**config.mk**
```make
export PLATFORM = sky130hd
export DESIGN_NAME = sdram_bank_decoder
export DESIGN_NICKNAME = d
export VERILOG_FILES = /design/src/rtl/sdram_bank_dec_pkg.sv /design/src/rtl/bank_word_file.sv /design/src/rtl/bank_window_match.sv /design/src/rtl/bank_priority_pick.sv /design/src/rtl/sdram_bank_decoder.sv
export SDC_FILE = /design/constraint.sdc
export NUM_CORES = 1
export LEC_CHECK = 0
export BUFFER_PORTS_ARGS = -buffer_cell sky130_fd_sc_hd__buf_4
export CORE_MARGIN = 8
export CORE_UTILIZATION = 65
export CTS_CLUSTER_DIAMETER = 80
export CTS_CLUSTER_SIZE = 16
export DETAILED_ROUTE_END_ITERATION = 12
export PLACE_DENSITY_LB_ADDON = 0.15
export SLEW_MARGIN = 20
export SYNTH_ARGS = -nofsm -noshare
export SYNTH_HDL_FRONTEND = slang
export SYNTH_HIERARCHICAL = 1
export SYNTH_SLANG_ARGS = --single-unit
```
**constraint.sdc**
```tcl
create_clock -name clk -period 15.3 [get_ports clk]
set_input_delay 1.53 -clock clk [delete_from_list [all_inputs] [get_ports clk]]
set_output_delay 1.53 -clock clk [all_outputs]
set_load 0.005 [all_outputs]
```
**src/rtl/sdram_bank_dec_pkg.sv**
```systemverilog
package sdram_bank_dec_pkg;

   // Field positions inside a bank word; the window logic decodes these.
   localparam int unsigned BASE_LSB    = 23;
   localparam int unsigned CODE_LSB    = 17;
   localparam int unsigned CODE_W      = 3;
   localparam int unsigned EN_BIT      = 0;
   localparam int unsigned MIN_LOG2    = 22;   // 4 MiB at code zero

   localparam logic [31:0] STORE_MASK  = 32'hFFDE_E001;

   function automatic logic code_reserved(input logic [CODE_W-1:0] code);
      return &code;
   endfunction

endpackage

```
**src/rtl/bank_word_file.sv**
```systemverilog
module bank_word_file #(
   parameter int unsigned NUM_BANKS = 4,
   parameter int unsigned DATA_W    = 32,
   parameter int unsigned OFS_W     = 8,
   parameter int unsigned FIRST_OFS = 'h40,
   parameter int unsigned STRIDE    = 4,
   parameter logic [DATA_W-1:0] MASK = '1
) (
   input  logic                 clk,
   input  logic                 rst_n,
   input  logic                 we,
   input  logic [OFS_W-1:0]     ofs,
   input  logic [DATA_W-1:0]    wdata,
   output logic [DATA_W-1:0]    rdata,
   output logic [DATA_W-1:0]    words [NUM_BANKS]
);

   localparam int unsigned LAST_OFS = FIRST_OFS + STRIDE * (NUM_BANKS - 1);

   if (LAST_OFS >= (1 << OFS_W)) begin : g_bad_ofs
      $error("bank_word_file: offsets exceed OFS_W");
   end

   logic [NUM_BANKS-1:0] sel;

   for (genvar i = 0; i < NUM_BANKS; i++) begin : g_word
      assign sel[i] = (ofs == OFS_W'(FIRST_OFS + STRIDE * i));

      always_ff @(posedge clk) begin
         if (!rst_n) begin
            words[i] <= '0;
         end else if (we && sel[i]) begin
            words[i] <= wdata & MASK;
         end
      end
   end

   always_comb begin
      rdata = '0;
      for (int i = 0; i < NUM_BANKS; i++) begin
         if (sel[i]) rdata = words[i];
      end
   end

endmodule

```
**src/rtl/bank_window_match.sv**
```systemverilog
module bank_window_match
   import sdram_bank_dec_pkg::*;
#(
   parameter int unsigned ADDR_W = 32
) (
   input  logic [ADDR_W-1:0] word,
   input  logic              map_en,
   input  logic [ADDR_W-1:0] addr,
   output logic              hit,
   output logic [ADDR_W-1:0] offset
);

   localparam int unsigned MAX_LOG2 = MIN_LOG2 + (1 << CODE_W) - 2;

   if (MAX_LOG2 > ADDR_W) begin : g_bad_size
      $error("bank_window_match: largest window exceeds address space");
   end

   logic [ADDR_W-1:0] base;
   logic [CODE_W-1:0] code;
   logic [ADDR_W:0]   span;
   logic [ADDR_W:0]   limit;
   logic              above_base;
   logic              below_limit;

   assign base  = {word[ADDR_W-1:BASE_LSB], {BASE_LSB{1'b0}}};
   assign code  = word[CODE_LSB +: CODE_W];
   // One extra bit keeps a window that ends at the top of the space from wrapping.
   assign span  = (ADDR_W+1)'(1) << (MIN_LOG2 + 32'(code));
   assign limit = {1'b0, base} + span;

   assign above_base  = (addr >= base);
   assign below_limit = ({1'b0, addr} < limit);

   assign hit    = map_en & word[EN_BIT] & ~code_reserved(code) & above_base & below_limit;
   assign offset = addr - base;

endmodule

```
**src/rtl/bank_priority_pick.sv**
```systemverilog
module bank_priority_pick #(
   parameter int unsigned NUM_BANKS = 4,
   parameter int unsigned ADDR_W    = 32
) (
   input  logic [NUM_BANKS-1:0] hit_raw,
   input  logic [ADDR_W-1:0]    ofs_raw [NUM_BANKS],
   output logic [NUM_BANKS-1:0] hit_sel,
   output logic                 miss,
   output logic [ADDR_W-1:0]    ofs_sel
);

   always_comb begin
      hit_sel = '0;
      ofs_sel = '0;
      // Walk from the top down so the lowest index is the last to overwrite.
      for (int i = NUM_BANKS - 1; i >= 0; i--) begin
         if (hit_raw[i]) begin
            hit_sel    = '0;
            hit_sel[i] = 1'b1;
            ofs_sel    = ofs_raw[i];
         end
      end
   end

   assign miss = ~|hit_raw;

endmodule

```
**src/rtl/sdram_bank_decoder.sv**
```systemverilog
module sdram_bank_decoder
   import sdram_bank_dec_pkg::*;
#(
   parameter int unsigned NUM_BANKS = 4,
   parameter int unsigned ADDR_W    = 32,
   parameter int unsigned OFS_W     = 8,
   parameter int unsigned FIRST_OFS = 'h40,
   parameter int unsigned STRIDE    = 4
) (
   input  logic                 clk,
   input  logic                 rst_n,
   input  logic                 cfg_we,
   input  logic [OFS_W-1:0]     cfg_ofs,
   input  logic [ADDR_W-1:0]    cfg_wdata,
   output logic [ADDR_W-1:0]    cfg_rdata,
   input  logic                 map_en,
   input  logic [ADDR_W-1:0]    lookup_addr,
   output logic [NUM_BANKS-1:0] bank_hit,
   output logic                 bank_miss,
   output logic [ADDR_W-1:0]    bank_offset
);

   if (NUM_BANKS < 1) begin : g_bad_banks
      $error("sdram_bank_decoder: NUM_BANKS must be at least one");
   end
   if (ADDR_W != 32) begin : g_bad_width
      $error("sdram_bank_decoder: field layout assumes 32-bit words");
   end

   logic [ADDR_W-1:0]    words   [NUM_BANKS];
   logic [ADDR_W-1:0]    ofs_raw [NUM_BANKS];
   logic [NUM_BANKS-1:0] hit_raw;

   bank_word_file #(
      .NUM_BANKS (NUM_BANKS),
      .DATA_W    (ADDR_W),
      .OFS_W     (OFS_W),
      .FIRST_OFS (FIRST_OFS),
      .STRIDE    (STRIDE),
      .MASK      (STORE_MASK)
   ) u_words (
      .clk   (clk),
      .rst_n (rst_n),
      .we    (cfg_we),
      .ofs   (cfg_ofs),
      .wdata (cfg_wdata),
      .rdata (cfg_rdata),
      .words (words)
   );

   for (genvar i = 0; i < NUM_BANKS; i++) begin : g_win
      bank_window_match #(
         .ADDR_W (ADDR_W)
      ) u_match (
         .word   (words[i]),
         .map_en (map_en),
         .addr   (lookup_addr),
         .hit    (hit_raw[i]),
         .offset (ofs_raw[i])
      );
   end

   bank_priority_pick #(
      .NUM_BANKS (NUM_BANKS),
      .ADDR_W    (ADDR_W)
   ) u_pick (
      .hit_raw (hit_raw),
      .ofs_raw (ofs_raw),
      .hit_sel (bank_hit),
      .miss    (bank_miss),
      .ofs_sel (bank_offset)
   );

endmodule

```
==> reports/results.ini <==
[logic_synthesis]
synth_cells = 1281
syn-cell-area_um2 = 10260
syn_avg_cell_area_um2 = 8.012
yosys_warnings = 6

[worst_setup_path]
critPathMaxStageDelay_ns = 0.63
cp_max_fo = 38
path_class = reg -> out
worst_setup_path_end_kind = output port
cp_slowest_cell = and2b_1
reg2reg_depth = 2
arrival_ns = 6.51
crit_top_cell = o21ai_0
startpoint_type = flop
worstPathRequired_ns = 13.77

[routing]
via_per_inst = 6.190
ant_nets = 0
drt-initial-drc-count = 800
vias = 9174
drc = 0
wl_per_cell_um = 19.44
drt-total-wl_um = 28800
drtPass1Iterations = 8

[die]
ioPinCount = 145
start_util = 0.6556
dieArea_um2 = 20070
die_y_um = 141.7
die_w_um = 141.7
num_rows = 46
coreArea_um2 = 15660

[finish]
n_fill_cell = 1353
drive_above_1_share = 0.1469
antenna_cells = 0
nNetsFinal = 1486
largest_reg_flops = 72
area_delta_synth_final_pct = 4.047
fin_area_um2 = 10680
top_register = u_words/words
final_cells = 1482
largestRegisters = u_words/words (72)

[clock_tree]
clkSinkCount = 72
cts_buffers = 9
clkTransAtPathRegs_ns = 0.05
clk_latency_ns = 0.33
ctsLongestPathBuffers = 2
cts_root_buffer = clkbuf_16
cts_tree = done
post_cts_buffers = 0
hold_buffers = 0
cts_resized = 0
htree_num_levels = 3

[timing]
hold_viol = 0
rsz0062_at_grt = false
fin_tns_setup_ns = 0
setup_viol = 0
max_freq_mhz = 124.4
finalCritPeriodShare = 0.5255
hold_ws_ns = 0.4565
worst_pin_slew_ns = 1.097
worst_clock_skew_ns = 0
max-slew-margin-rel = 0.2690
maxSlewViolCount = 0
fin_crit_ns = 8.040

[placement]
hpwlAfterDp_um = 22160
place.gp.congestion = 0.9465
placed_cells = 1467
dpl_cell_area_um2 = 10360
placement.io_buffers = 116

[power]
p_per_area_nw_per_um2 = 48.68
total_leakage_power_nw = 4.883
max-vdd-ir-drop_uv = 73.19

[run_status]
outcome = completed

[global_routing]
grt_pass1_wl_um = 44790
grt_start_max_net_pins = 91
grt-ovfl-total = 0
antenna_found_initial = 0
grt_pass1_vias = 8653
grt_usage = 0.2811

[hold_path]
hold_depth = 2
hp-class = reg -> reg

[flow_run]
drv_cap = 0

-- routing by layer --
layer | share of wire | global-route usage
met3 | 0.072 | 0.04805
met5 | 0 | 0
met1 | 0.42 | 0.3483
met2 | 0.46 | 0.4734
met4 | 0.045 | 0.1164
-- cell usage in the layout (no fill, tap or decap), types with 12 or more instances in the layout --
cell type	count
nand2_1	157
nand2b_1	18
and3_1	24
nor3_1	27
xnor2_1	27
nor2b_1	54
buf_4	123
o21ai_1	23
nand3_1	23
mux4_2	18
nand4_1	18
conb_1	14
nor2_1	68
inv_1	78
a221oi_1	33
o21ai_0	46
xor2_1	20
nor4_1	26
mux2i_1	72
a21oi_1	31
dfxtp_1	72
a21o_1	12
ha_1	140
-- through the flow --
step | util | worst slack [ns] | power (mW)
final | 0.6821 | 7.261 | 0.5198
after global routing | 0.6821 | 6.736 | 0.5385
after CTS | 0.6821 | 7.364 | 0.5191
after detailed placement | 0.6616 | 7.715 | 0.2957
after global placement | 0.6616 | 7.829 | 0.2935
after floorplan | - | 8.776 | 0.2737
-- final timing paths --
path,endpoint,startpoint,slack (ns)
setup / recovery,bank_offset[25],u_words/words[82],7.26
hold / removal,u_words/words[46],u_words/words[46],0.46
setup reg to reg,u_words/words[18],u_words/words[18],14.25
hold reg to reg,u_words/words[46],u_words/words[46],0.46
-- worst max-delay path, delay by kind of cell, from the launching register on --
family	cells	cell delay (ns)
buf+inv	4	0.86
fa+ha+maj	4	1.35
xor+xnor	1	0.14
simple gates	6	1.47
flops	1	0.55
compound gates	10	1.78
-- where the power goes --
part           total [mW]  internal, mW  switching, mW
Clock               0.226         0.150         0.0757
Sequential          0.188         0.188       0.000395
Combinational       0.105        0.0420         0.0635
-- layout make-up --
| type | count | area [um^2] | share of cell area |
|---|---|---|---|
| clock buffers | 12 | 256.5 | 0.02402 |
| clock inverters | 3 | 65.06 | 0.006093 |
| inverters | 79 | 296.5 | 0.02777 |
| multi-input cells | 977 | 7426 | 0.6954 |
| flip-flops and latches | 72 | 1441 | 0.1350 |
| well taps | 216 | 270.3 | 0.02531 |
| repair buffers | 123 | 923.4 | 0.08647 |
Note: power is estimated with default switching activity, not from simulation.
